<file path="config.mk">
export PLATFORM = sky130hd
export DESIGN_NAME = netcode_top
export DESIGN_NICKNAME = d
export VERILOG_FILES = /design/src/rtl/netcode_pkg.sv /design/src/rtl/netcode_seq.sv /design/src/rtl/netcode_rowgen.sv /design/src/rtl/netcode_top.sv
export SDC_FILE = /design/constraint.sdc
export NUM_CORES = 1
export LEC_CHECK = 0
export ABC_CLOCK_PERIOD_IN_PS = 2600
export BUFFER_PORTS_ARGS = -buffer_cell sky130_fd_sc_hd__buf_2
export CORE_MARGIN = 8
export CORE_UTILIZATION = 45
export DETAILED_ROUTE_END_ITERATION = 6
export PLACE_DENSITY = 0.68
export SYNTH_ARGS = -nofsm -noshare
export SYNTH_HDL_FRONTEND = slang
export SYNTH_SLANG_ARGS = --single-unit
</file>
<file path="constraint.sdc">
create_clock -name clk -period 2.6 [get_ports clk]
set_clock_uncertainty 0.15 [all_clocks]
set_input_delay 0.13 -clock clk [delete_from_list [all_inputs] [get_ports clk]]
set_output_delay 0.13 -clock clk [all_outputs]
set_load 0.02 [all_outputs]
</file>
<file path="src/rtl/netcode_pkg.sv">
// Package: shared mode encoding and helpers for the interconnect pattern generator.
// Assumes callers pass bit positions that may be negative or out of range.
package netcode_pkg;

    typedef enum logic [2:0] {
        MODE_COUNT  = 3'd0,
        MODE_MCOUNT = 3'd1,
        MODE_TC     = 3'd2,
        MODE_XTC    = 3'd3,
        MODE_WALK   = 3'd4
    } code_mode_e;

    // True when the three-bit code names an implemented scheme.
    function automatic logic mode_legal(input logic [2:0] m);
        return m <= 3'd4;
    endfunction

    // Bit 'pos' of an integer code; out-of-range positions read as 0.
    function automatic logic code_bit(input int unsigned code, input int pos);
        logic [31:0] c;
        c = code;
        if (pos < 0 || pos > 31) return 1'b0;
        return c[pos];
    endfunction

endpackage

</file>
<file path="src/rtl/netcode_seq.sv">
// Module: sequence controller. Accepts a start pulse when idle and latches the mode.
// Steps through the vector count for that mode under valid/ready, then pulses done.
// Assumes the mode is held constant by the user; the latched copy is what counts.
module netcode_seq
    import netcode_pkg::*;
#(
    parameter int NUM_NETS = 10,
    parameter int STEP_W   = 4
) (
    input  logic              clk,
    input  logic              rst_n,
    input  logic              start,
    input  logic [2:0]        mode_in,
    input  logic              ready,
    output logic              busy,
    output logic [STEP_W-1:0] step,
    output code_mode_e        mode_q,
    output logic              done
);
    localparam int W        = $clog2(NUM_NETS);
    localparam int M        = $clog2(NUM_NETS + 2);
    localparam int LEN_CNT  = W;
    localparam int LEN_MCNT = M;
    localparam int LEN_TC   = 2 * W;
    localparam int LEN_XTC  = 2 * W + 2;
    localparam int LEN_WALK = NUM_NETS;

    logic [STEP_W-1:0] last_step;

    // Purpose: index of the final vector for the latched mode.
    always_comb begin
        case (mode_q)
            MODE_COUNT:  last_step = STEP_W'(LEN_CNT - 1);
            MODE_MCOUNT: last_step = STEP_W'(LEN_MCNT - 1);
            MODE_TC:     last_step = STEP_W'(LEN_TC - 1);
            MODE_XTC:    last_step = STEP_W'(LEN_XTC - 1);
            default:     last_step = STEP_W'(LEN_WALK - 1);
        endcase
    end

    // Purpose: idle/run control, step counting and the done pulse.
    always_ff @(posedge clk) begin
        if (!rst_n) begin
            busy   <= 1'b0;
            step   <= '0;
            mode_q <= MODE_COUNT;
            done   <= 1'b0;
        end else begin
            done <= 1'b0;
            if (!busy) begin
                if (start && mode_legal(mode_in)) begin
                    busy   <= 1'b1;
                    step   <= '0;
                    mode_q <= code_mode_e'(mode_in);
                end
            end else if (ready) begin
                if (step == last_step) begin
                    busy <= 1'b0;
                    step <= '0;
                    done <= 1'b1;
                end else begin
                    step <= step + 1'b1;
                end
            end
        end
    end

    // a stalled vector keeps its step
    assert_stall_holds_R7: assert property (@(posedge clk) disable iff (!rst_n)
        busy && !ready |=> busy && $stable(step));

    // done is a single-cycle pulse that follows the end of the run
    assert_done_single_R8: assert property (@(posedge clk) disable iff (!rst_n)
        done |=> !done);
    assert_done_idle_R8: assert property (@(posedge clk) disable iff (!rst_n)
        done |-> !busy);

    // start while running leaves the latched mode alone
    assert_start_ignored_R9: assert property (@(posedge clk) disable iff (!rst_n)
        busy && start |=> $stable(mode_q));

    // the index never passes the final vector of the mode
    assert_step_in_range_R11: assert property (@(posedge clk) disable iff (!rst_n)
        busy |-> step <= last_step);

endmodule

</file>
<file path="src/rtl/netcode_rowgen.sv">
// Module: parallel vector builder. For each net it derives that net's code bit
// at the current step from the latched mode. Purely combinational.
// Assumes the step is within the vector count of the mode.
module netcode_rowgen
    import netcode_pkg::*;
#(
    parameter int NUM_NETS = 10,
    parameter int STEP_W   = 4
) (
    input  code_mode_e        mode_q,
    input  logic [STEP_W-1:0] step,
    output logic [NUM_NETS-1:0] row
);
    localparam int W = $clog2(NUM_NETS);
    localparam int M = $clog2(NUM_NETS + 2);

    for (genvar gi = 0; gi < NUM_NETS; gi++) begin : g_net
        localparam int unsigned TRUE_CODE = gi;
        localparam int unsigned MOD_CODE  = gi + 1;

        // Purpose: pick net gi's serial code bit for this step.
        always_comb begin
            int s;
            s = int'(step);
            case (mode_q)
                MODE_COUNT:  row[gi] = code_bit(TRUE_CODE, W - 1 - s);
                MODE_MCOUNT: row[gi] = code_bit(MOD_CODE, M - 1 - s);
                MODE_TC: begin
                    if (s < W) row[gi] = code_bit(TRUE_CODE, W - 1 - s);
                    else       row[gi] = ~code_bit(TRUE_CODE, 2 * W - 1 - s);
                end
                MODE_XTC: begin
                    if (s == 0)          row[gi] = 1'b0;
                    else if (s == 1)     row[gi] = 1'b1;
                    else if (s < W + 2)  row[gi] = code_bit(TRUE_CODE, W + 1 - s);
                    else                 row[gi] = ~code_bit(TRUE_CODE, 2 * W + 1 - s);
                end
                default:     row[gi] = (s == gi);
            endcase
        end
    end

endmodule

</file>
<file path="src/rtl/netcode_top.sv">
// Module: interconnect test pattern generator top. Connects the controller to the
// vector builder and exposes the valid/ready vector stream.
// Assumes NUM_NETS >= 2 and a mode held constant during a run.
module netcode_top
    import netcode_pkg::*;
#(
    parameter int NUM_NETS = 10,
    localparam int W       = $clog2(NUM_NETS),
    localparam int XLEN    = 2 * W + 2,
    localparam int MAX_LEN = (NUM_NETS > XLEN) ? NUM_NETS : XLEN,
    localparam int STEP_W  = $clog2(MAX_LEN + 1)
) (
    input  logic                clk,
    input  logic                rst_n,
    input  logic                start,
    input  logic [2:0]          mode,
    input  logic                vec_ready,
    output logic                vec_valid,
    output logic [NUM_NETS-1:0] vec_data,
    output logic [STEP_W-1:0]   step_idx,
    output logic                done
);
    code_mode_e mode_q;
    logic       busy;
    logic [NUM_NETS-1:0] row;

    initial begin
        if (NUM_NETS < 2) $error("NUM_NETS must be at least 2");
    end

    netcode_seq #(.NUM_NETS(NUM_NETS), .STEP_W(STEP_W)) u_seq (
        .clk(clk), .rst_n(rst_n), .start(start), .mode_in(mode),
        .ready(vec_ready), .busy(busy), .step(step_idx),
        .mode_q(mode_q), .done(done)
    );

    netcode_rowgen #(.NUM_NETS(NUM_NETS), .STEP_W(STEP_W)) u_row (
        .mode_q(mode_q), .step(step_idx), .row(row)
    );

    // Purpose: drive the stream outputs; data is quiet when nothing is offered.
    always_comb begin
        vec_valid = busy;
        vec_data  = busy ? row : '0;
    end

    // walking vectors carry exactly one 1
    assert_walk_onehot_R6: assert property (@(posedge clk) disable iff (!rst_n)
        vec_valid && mode_q == MODE_WALK |-> $countones(vec_data) == 1);

    // the extension prefix is all 0 then all 1
    assert_xtc_prefix0_R5: assert property (@(posedge clk) disable iff (!rst_n)
        vec_valid && mode_q == MODE_XTC && step_idx == '0 |-> vec_data == '0);
    assert_xtc_prefix1_R5: assert property (@(posedge clk) disable iff (!rst_n)
        vec_valid && mode_q == MODE_XTC && step_idx == STEP_W'(1) |-> &vec_data);

    // a stalled vector stays on the bus unchanged
    assert_data_stable_R7: assert property (@(posedge clk) disable iff (!rst_n)
        vec_valid && !vec_ready |=> vec_valid && $stable(vec_data));

    // an illegal mode code never launches a run
    assert_bad_mode_R10: assert property (@(posedge clk) disable iff (!rst_n)
        !vec_valid && start && mode > 3'd4 |=> !vec_valid);

endmodule

</file>
# Word-level counts from Yosys, hierarchy flattened
# Memories as Yosys holds them, arrays and structs flattened.
# Index checks and enable logic that the tools add are counted.
[classes]
eq_ne = 14
order_cmp = 15
n_mux = 285
div = 0
n_mul = 0
shift = 0
n_bitwise = 21
addsub = 5
n_reduce_logical = 12
[ops]
columns = ["op", "n"]
rows = [
  ["$mux 1", 269],
  ["$gt 32x6->1 const B", 4],
  ["$lt 32x1->1 const B", 4],
  ["$lt 32x7->1 const B", 4],
  ["$pmux 1 s4", 10],
  ["$eq 4x4->1 const B", 6],
  ["$not 1->1", 21],
  ["$mux 4", 4],
  ["$mux 10", 1],
  ["$sub 3x4->5 const A", 2],
  ["$eq 4x3->1 const B", 2],
  ["$lt 4x3->1 const B", 2],
  ["$pmux 4 s2", 1],
  ["$eq 3x2->1 const B", 2],
  ["$sub 2x4->5 const A", 1],
  ["$sub 4x4->5 const A", 1],
  ["$add 4x1->4 const B", 1],
  ["$eq 4x2->1 const B", 1],
  ["$eq 4x4->1", 1],
  ["$logic_not 4->1", 1],
  ["$logic_or 1x1->1", 4],
  ["$reduce_and 2->1", 2],
  ["$eq 3x1->1 const B", 1],
  ["$le 3x3->1 const B", 1],
  ["other kinds (6)", 6],
]
[totals]
out_inout_bits = 16
mem_bits_rw = 0
input_bits = 7
mem_bits_ro = 1312
latch_bits = 0
ff_bits = 9
memories = 41
elab_cells = 397
[mem_list]
columns = ["name", "depth", "width", "rd", "rd_ports_with_merged_regs", "write_ports", "line_no", "text"]
rows = [
  ["(name not given)", 32, 1, 1, 0, 0, "netcode_pkg.sv:23", "return c[pos];"],
  ["(name not given)", 32, 1, 1, 0, 0, "netcode_pkg.sv:23", ""],
  ["(name not given)", 32, 1, 1, 0, 0, "netcode_pkg.sv:23", ""],
  ["(name not given)", 32, 1, 1, 0, 0, "netcode_pkg.sv:23", ""],
  ["(name not given)", 32, 1, 1, 0, 0, "netcode_pkg.sv:23", ""],
  ["(name not given)", 32, 1, 1, 0, 0, "netcode_pkg.sv:23", ""],
  ["+35 memories", "-", "-", "-", "-", "-", "-", ""],
]

# Longest topological paths before layout
# Gate-level depths: netlist of run 1.
[depth]
word_depth = 19
ltp_mapped = 9
mapped_depth_nobuf = 7

# By module
# A second synthesis of run 1 with hierarchy kept.
[hier_totals]
cells_unflattened = 218
area_unflattened_um2 = 1537.7
[by_module_without_submodules]
columns = ["mod", "cells_per_inst", "seq_area_each_um2", "area_per_inst_um2", "instances"]
rows = [
  ["netcode_rowgen", 158, 0.0, 1037.2, 1],
  ["netcode_seq", 50, 180.2, 437.9, 1],
  ["netcode_top", 10, 0.0, 62.6, 1],
]

# Worst setup path after synthesis of run 1
# No wires, ideal clock.
[synth_path]
path_type = "reg2out"
start = "register u_seq.step[2]"
end = "output port vec_data[6]"
t_arrival_ns = 2.705
required_time_ns = 2.320
stages_incl_launch_ff = 9
setup_slack_ns = -0.385
n_path_buf = 1
cell_sequence = "dfxtp_1 > clkbuf_1 > inv_1 > ha_1 > nand2b_1 > or3_1 > a21oi_1 > a311oi_1 > a311oi_1"
[synth_via]
elab_chain_len = 19
word_cells_on_any_way = 74
classes_between = "add/sub: 4; order compare: 10; eq/ne: 2; mux: 46; bitwise: 2; reduce/logical: 5; memory: 5"
[synth_lines]
columns = ["element", "line_no", "text"]
rows = [
  ["from (decl)", "netcode_seq.sv:16", "output logic [STEP_W-1:0] step,"],
  ["from (signal assigned)", "netcode_seq.sv:62", "step <= step + 1'b1;"],
  ["$sub 4x4->5", "netcode_rowgen.sv:36", "else row[gi] = ~code_bit(TRUE_CODE, 2 * W + 1 - s);"],
  ["$lt 32x1->1 / $gt 32x6->1 (equally long branches)", "netcode_pkg.sv:22", "if (pos < 0 || pos > 31) return 1'b0;"],
  ["$logic_or 1x1->1", "netcode_pkg.sv:22", ""],
  ["$mux 1", "netcode_pkg.sv:22", ""],
  ["$mux 1", "netcode_rowgen.sv:35", "else if (s < W + 2) row[gi] = code_bit(TRUE_CODE, W + 1 - s);"],
  ["$mux 1", "netcode_rowgen.sv:34", "else if (s == 1) row[gi] = 1'b1;"],
  ["$mux 1", "netcode_rowgen.sv:33", "if (s == 0) row[gi] = 1'b0;"],
  ["$mux 1", "netcode_rowgen.sv:25", "case (mode_q)"],
  ["[3 not listed]", "-", ""],
  ["$mux 1", "netcode_rowgen.sv:33", ""],
  ["$mux 1", "netcode_rowgen.sv:25", ""],
  ["$not 1->1", "netcode_rowgen.sv:36", ""],
  ["$mux 1", "netcode_rowgen.sv:35", ""],
  ["$mux 1", "netcode_rowgen.sv:34", ""],
  ["$mux 1", "netcode_rowgen.sv:33", ""],
  ["$pmux 1 s4 (*)", "netcode_rowgen.sv:25", ""],
  ["$mux 10 (*)", "netcode_top.sv:44", "vec_data = busy ? row : '0;"],
  ["to (decl)", "netcode_top.sv:19", "output logic [NUM_NETS-1:0] vec_data,"],
]
# Mark *: on every way between the ends. The rest lies on a longest branch, timed or not. The select of a mux whose other input is x is not followed.

# Final worst setup path of run 1
[layout_path]
start = "register u_seq.step[2]"
end = "output port vec_data[5]"
# Same word-level chain as after synthesis.

==> out/results.md, run 1 <==
* total track usage: 18.1%
* hold crit path type: in2reg
* number of standard-cell rows in the floorplan: 21
* number of warning messages in the yosys log: 0
* critical path's largest stage delay: 0.35 ns
* standby leakage power: 0.000790 µW
* synth top area cells: sky130_fd_sc_hd__ha_1, sky130_fd_sc_hd__dfxtp_1, sky130_fd_sc_hd__a21oi_1
* worst IR drop on VDD: 0.000192 V
* family with the most delay on the worst path: compound AO/OA/AOI/OAI gates
* Worst Path Buf+Inv: 4
* post-synthesis cell type with the largest combined area: sky130_fd_sc_hd__ha_1
* clock tree from TritonCTS: yes
* total grt overflow: 0
* adder-cell area share of the yosys netlist: 13.3%
* worst hold margin: 0.0330 ns
* gp weighted congestion: 0.999
* number of synthesized register bits: 9
* number of failing hold endpoints at the final stage: 0
* # H-tree levels: 1
* later-pin clock latency in the skew report: 0.27 ns
* worst min-delay path startpoint: start
* launch instance of the worst register-to-register path: u_seq.mode_q[0]
* number of antenna violations at the first check in global routing: 0
* slowest cell on the critical path: sky130_fd_sc_hd__dfxtp_4
* per-cell routed wire length: 18.1 µm
* summed instance area of the synthesized netlist: 1610 µm²
* CTS clock-pin slew for the worst setup and hold paths: 0.07 ns
* synth unique cells: 51
* sequential share of the synthesized area: 11.2%
* share of the cycle needed by the critical path after routing: 98.7%
* area of the die: 5730 µm²
* sort of element at the start of the critical path: flip-flop
* Antenna Cells: 0
* starting utilization of the core area: 47.4%
* worst slew pin tran: 0.606 ns
* area share of xor/xnor cells in the synthesized design: 1.56%
* final worst path period need: 2.57 ns
* Final #Nets: 271
* RSZ-0062 raised after global routing: yes
* maximum clock rate: 0.390 GHz
* main combinational cell family by area after synthesis: compound AO/OA/AOI/OAI gates
* crit-path most repeated cell: sky130_fd_sc_hd__buf_4
* Power Dens Cells: 210 nW/µm²
* number of pins exceeding their max-slew limit in the final report: 0
* type of element capturing the critical path: primary output
* fraction of final layout cells with drive strength greater than 1: 34.1%
* number of clock sinks: 9
* vias in the first global route: 1557
* number of primary I/O pins: 23
* post-detailed-routing wire length: 5280 µm
* count of input and output buffers: 22
* result of the run: finished clean
* post-synthesis async set-or-reset flop share: 0%
* fraction of synthesized cell area taken by the top area cell type: 13.3%
* most common library cells after synthesis: sky130_fd_sc_hd__nand2_1, sky130_fd_sc_hd__a21oi_1, sky130_fd_sc_hd__ha_1, sky130_fd_sc_hd__nor2_1, sky130_fd_sc_hd__o21ai_0
* Die Wd: 75.7 µm
* total via count in the routed design: 1788
* post-synthesis mux area share: 3.12%
* total CTS buffers: 3
* number of nets with antenna violations after routing: 0
* share of the synthesized area in compound gates (AO/OA/AOI/OAI): 40.0%
* vertical die dimension: 75.7 µm
* category of the critical setup timing path: reg2out
* Simple-Gate Fraction of Synth Area: 23.6%
* count of endpoints failing setup in the final report: 0
* Starting DRT DRC Count: 268
* arrival time worst endpoint: 2.29 ns
* leading cell type by number of instances after synthesis: sky130_fd_sc_hd__nand2_1
* dominant synthesized flop cell: sky130_fd_sc_hd__dfxtp_1
* core area: 3390 µm²
* via count normalized by instance count: 6.12
* start point of the critical path: u_seq.step[2]
* router iterations before antenna repair: 5
* Req. time, crit path: 2.32 ns
* post-synth net total: 238
* maximum number of pins on one net before global-route repair: 23
* remaining max-slew budget at the tightest pin: 59.6%
* detailed-route DRC error count: 0
* half-perimeter wire length of the detailed placement result: 3650 µm
* number of cells produced by synthesis: 214
* mean area per synthesized cell: 7.50 µm²
* worst path cell trace: inv_1, buf_6, ha_2, nand4b_1, o21a_2, a2111oi_4, buf_4, a211o_1, a221oi_2, buf_4
* max-cap violation count: 0
* cell chosen for the clock root: sky130_fd_sc_hd__clkbuf_4
* Longest Clk Path Bufs: 2
* synthesis-to-finish area growth: 27.6%
* Post-Route Utilization: 60.4%
* number of synthesized flops with an enable pin: 0
* critical path fanouts, max: 8
* fill cell instance count of the final layout: 293
* first-pass GRT wire length: 8000 µm
## stage by stage
stage               worst slack, ns  TNS, ns  total power (µW)  instances  area (µm²)
global route                -0.0417   -0.206               449        292        2050
CTS                         0.00471        0               418        290        1930
finish                       0.0343        0               430        292        2050
floorplan                    0.0134        0               257        214        1640
detailed placement            0.227        0               298        281        1840
global placement              0.213        0               297        281        1840
## sequential cells by signal (all words and copies together), names as in the netlist
register / cells
u_seq.done: 1
u_seq.step: 4
u_seq.mode_q: 3
u_seq.busy: 1
## tightest hold or removal path, cell delays in order
cell	delay (ns)
sky130_fd_sc_hd__buf_2	0.10
sky130_fd_sc_hd__a21oi_1	0.12
sky130_fd_sc_hd__a311oi_1	0.06
## cell type report
class	instances	area (µm²)	share of cell area, %
clock buffers	4	26.3	1.28
inverters	8	30.0	1.47
multi-input cells	181	1440	70.2
flip-flops and latches	9	188	9.16
well taps	46	57.6	2.81
repair buffers	44	309	15.1
## report_power, final
group | switching [µW] | internal [µW]
clock network | 57.8 | 59.5
registers | 11.5 | 141
logic | 95.4 | 64.7
total | 165 | 265
## placed cells by master, fill, tap and decap left out, drive strengths merged, types with 3 or more instances in the layout
cell	synthesis	final
nor2b	5	5
dlygate4sd3	0	5
nand2	24	24
nand2b	7	7
a21boi	4	4
a221oi	8	8
inv	7	7
and2	3	3
a21oi	21	21
ha	17	17
a311oi	7	7
a31oi	6	6
a211o	6	6
a211oi	5	5
buf	8	39
o21ai	15	15
nand3	5	5
mux2i	5	5
nor2	17	17
clkbuf	8	4
nor3b	3	3
dfxtp	9	9
## worst paths after layout
kind	endpoint	slack (ns)	cells after the start
min reg2reg	u_seq.mode_q[2]	0.47	2
min	u_seq.busy	0.03	3
max	vec_data[5]	0.03	10
max reg2reg	u_seq.step[2]	0.58	5
## routing by layer
| layer | share of wire (%) | routed length [µm] | global-route usage, % |
|---|---|---|---|
| met2 | 45 | 2390 | 28.6 |
| met3 | 7.8 | 413 | 2.37 |
| met4 | 2.2 | 114 | 5.33 |
| met5 | 0 | 0 | 0 |
| met1 | 45 | 2370 | 24.7 |
## cell families after synthesis
| kind of cell | count (synthesis) |
|---|---|
| AO/OA/AOI/OAI | 85 |
| AND/OR/NAND/NOR | 72 |
| buffers and inverters | 24 |
| adder cells (fa/ha/maj) | 17 |
| flip-flops | 9 |
| multiplexers | 5 |
| XOR/XNOR | 2 |
## timing repair
item,4_1_cts,5_1_grt
hold endpoints to repair,5,0
pin swaps,0,5
resized for setup,9,24
hold buffers,5,0
endpoints found under the setup margin,5,10
buffers inserted,0,2
(Power assumes the default switching activity.)
==> inputs of run 2 (changes only) <==
BUFFER_PORTS_ARGS = -buffer_cell sky130_fd_sc_hd__buf_4   (was -buffer_cell sky130_fd_sc_hd__buf_2)
==> out/results.md, run 2 (same netlist as run 1, synthesis figures left out) <==
* result of the run: finished clean
* cell-internal power: 272 µW, +2.6%
* flip-flop count of the largest register, all copies and words added: 4, unchanged
* remaining max-slew budget at the tightest pin: 67.4%, +7.8 points
* clock tree from TritonCTS: yes
* vertical die dimension: 75.7 µm, unchanged
* slowest cell on the critical path: sky130_fd_sc_hd__o311a_1
* first-pass GRT wire length: 8010 µm, +0.16%
* # H-tree levels: 1, unchanged
* share of the cycle needed by the critical path after routing: 98.4%, -0.31 points
* post-detailed-routing wire length: 5370 µm, +1.6%
* cell chosen for the clock root: sky130_fd_sc_hd__clkbuf_4
* maximum clock rate: 0.391 GHz, +0.32%
* worst hold margin: 0.0540 ns, +0.0209 ns
* most common cell after layout, fill and taps aside: sky130_fd_sc_hd__buf_4
* CTS clock-pin slew for the worst setup and hold paths: 0.06 ns, about the same
* Longest Clk Path Bufs: 2, unchanged
* later-pin clock latency in the skew report: 0.26 ns, about the same
* number of primary I/O pins: 23, unchanged
* half-perimeter wire length of the detailed placement result: 3650 µm, about the same
* category of the critical setup timing path: reg2out
* fill cell instance count of the final layout: 291, -0.68%
* total via count in the routed design: 1821, +1.8%
* max-cap violation count: 0, unchanged
* total track usage: 17.9%, -0.23 points
* NetSw: 159 µW, -3.4%
* maximum number of pins on one net before global-route repair: 25, +8.7%
* arrival time worst endpoint: 2.28 ns, about the same
* number of standard-cell rows in the floorplan: 21, unchanged
* Power Dens Cells: 201 nW/µm², -4.0%
* gp weighted congestion: 1.02, +1.8%
* router iterations before antenna repair: 5, unchanged
* fraction of power spent switching nets: 36.9%, -1.4 points
* count of endpoints failing setup in the final report: 0, unchanged
* starting utilization of the core area: 47.4%, unchanged
* synthesis-to-finish area growth: 33.4%
* combinational power share: 38.7%, +1.4 points
* GR met3 Demand/Resource: 4.21%, +1.8 points
* critical path's largest stage delay: 0.39 ns, +0.04 ns
* crit-path most repeated cell: sky130_fd_sc_hd__buf_4
* number of pins exceeding their max-slew limit in the final report: 0, unchanged
* GRT met1 Usage: 23.4%, -1.2 points
* total CTS buffers: 3, unchanged
* count of input and output buffers: 22, unchanged
* number of clock sinks: 9, unchanged
* worst path cell trace: inv_1, buf_4, ha_2, nand4b_1, o21a_2, a21oi_1, a21boi_0, o311a_1, buf_4
* hold crit path type: in2reg
* Starting DRT DRC Count: 284, +6.0%
* GRT busiest layer: met2
* standby leakage power: 0.000802 µW, +1.5%
* number of nets with antenna violations after routing: 0, unchanged
* share of total power in sequential cells: 35.5%, about the same
* Die Wd: 75.7 µm, unchanged
* total grt overflow: 0, unchanged
* per-cell routed wire length: 18.4 µm, +1.6%
* RSZ-0062 raised after global routing: yes
* vias in the first global route: 1587, +1.9%
* Final #Nets: 271, unchanged
* Req. time, crit path: 2.32 ns, about the same
* least setup slack across all paths after layout: 0.0425 ns, +0.00817 ns
* number of antenna violations at the first check in global routing: 0, unchanged
* final worst path period need: 2.56 ns, -0.00817 ns
* sort of element at the start of the critical path: flip-flop
* Setup WS pre-CTS: 0.252 ns, +0.0252 ns
* area of the multi-input gates: 1470 µm², +2.1%
* fraction of final layout cells with drive strength greater than 1: 34.1%, unchanged
* Seq. cell area: 189 µm², +0.67%
* Antenna Cells: 0, unchanged
* worst IR drop on VDD: 0.000279 V, +45%
* Setup TNS: 0 ns, unchanged
* Reg with most FFs: u_seq.step
* number of failing hold endpoints at the final stage: 0, unchanged
* worst slew pin tran: 0.489 ns, -0.116 ns
* core area: 3390 µm², unchanged
* largest registers ranked by flip-flop count: u_seq.step x4, u_seq.mode_q x3
* area of the die: 5730 µm², unchanged
* most used cells in the layout excluding fill and tap cells: sky130_fd_sc_hd__buf_4, sky130_fd_sc_hd__nand2_1, sky130_fd_sc_hd__a21oi_1, sky130_fd_sc_hd__nor2_1, sky130_fd_sc_hd__o21ai_0
* M2 GR Usage: 28.7%, +0.096 points
* type of element capturing the critical path: primary output
* critical path fanouts, max: 8, unchanged
* via count normalized by instance count: 6.24, +1.8%
* share of total power in the clock network: 25.8%, -1.5 points
* detailed-route DRC error count: 0, unchanged
==> run 2: cell types whose count changed in the layout (fill, tap and decap cells not counted), sizes merged <==
| cell | previous run | this run |
|---|---|---|
| clkinvlp | 0 | 1 |
| inv | 7 | 6 |
==> run 2: cell type report <==
cell class | count | share of cell area, %
Timing Repair Buffer | 44 | 17.1
Clock buffer | 4 | 1.23
Multi-Input combinational cell | 181 | 68.6
Sequential cell | 9 | 8.83
Tap cell | 46 | 2.69
Inverter | 8 | 1.58
==> run 2: timing repair <==
| action | 4_1_cts | 5_1_grt |
|---|---|---|
| endpoints found under the setup margin | 4 | 10 |
| gates resized for setup | 4 | 28 |
| hold buffers | 5 | 0 |
| setup buffers | 0 | 4 |
| endpoints found under the hold margin | 5 | 0 |
| pin swaps | 1 | 1 |
==> run 2: worst paths after layout <==
kind | slack [ns] | endpoint | start | cells after the start
worst min-delay path | 0.05 | u_seq.busy | start | 3
worst max register to register | 0.70 | u_seq.step[2] | u_seq.mode_q[0] | 5
worst max-delay path | 0.04 | vec_data[2] | u_seq.step[2] | 9
worst min register to register | 0.49 | u_seq.busy | u_seq.busy | 2
==> run 2: critical path, delay by kind of cell (launching register included) <==
kind	cells	cell delay, ns
flip-flops	1	0.34
buffers and inverters	3	0.44
AND/OR/NAND/NOR	1	0.10
AO/OA/AOI/OAI	4	0.87
adder cells (fa/ha/maj)	1	0.26
==> run 2: power groups by stage <==
stage / clock (µW) / sequential [µW] / combinational, µW
6_report: 111 / 153 / 167
5_1_grt: 124 / 154 / 179
4_1_cts: 113 / 153 / 155
3_5_place_dp: 0 / 156 / 148
3_3_place_gp: 0 / 156 / 148
2_1_floorplan: 0 / 153 / 104
==> run 2: through the flow <==
step / power [µW] / instances / utilization (%) / area, µm²
3_5_place_dp: 304 / 280 / 55.6 / 1880
6_report: 431 / 292 / 63.2 / 2140
4_1_cts: 421 / 289 / 58.2 / 1970
2_1_floorplan: 257 / 214 / - / 1640
5_1_grt: 458 / 292 / 63.2 / 2140
3_3_place_gp: 303 / 280 / 55.6 / 1880
==> run 2: per-layer routing <==
| layer | share of wire (%) | wire length [µm] |
|---|---|---|
| met5 | 0 | 0 |
| met4 | 1.3 | 71 |
| met3 | 9.7 | 521 |
| met2 | 48 | 2560 |
| met1 | 41 | 2220 |
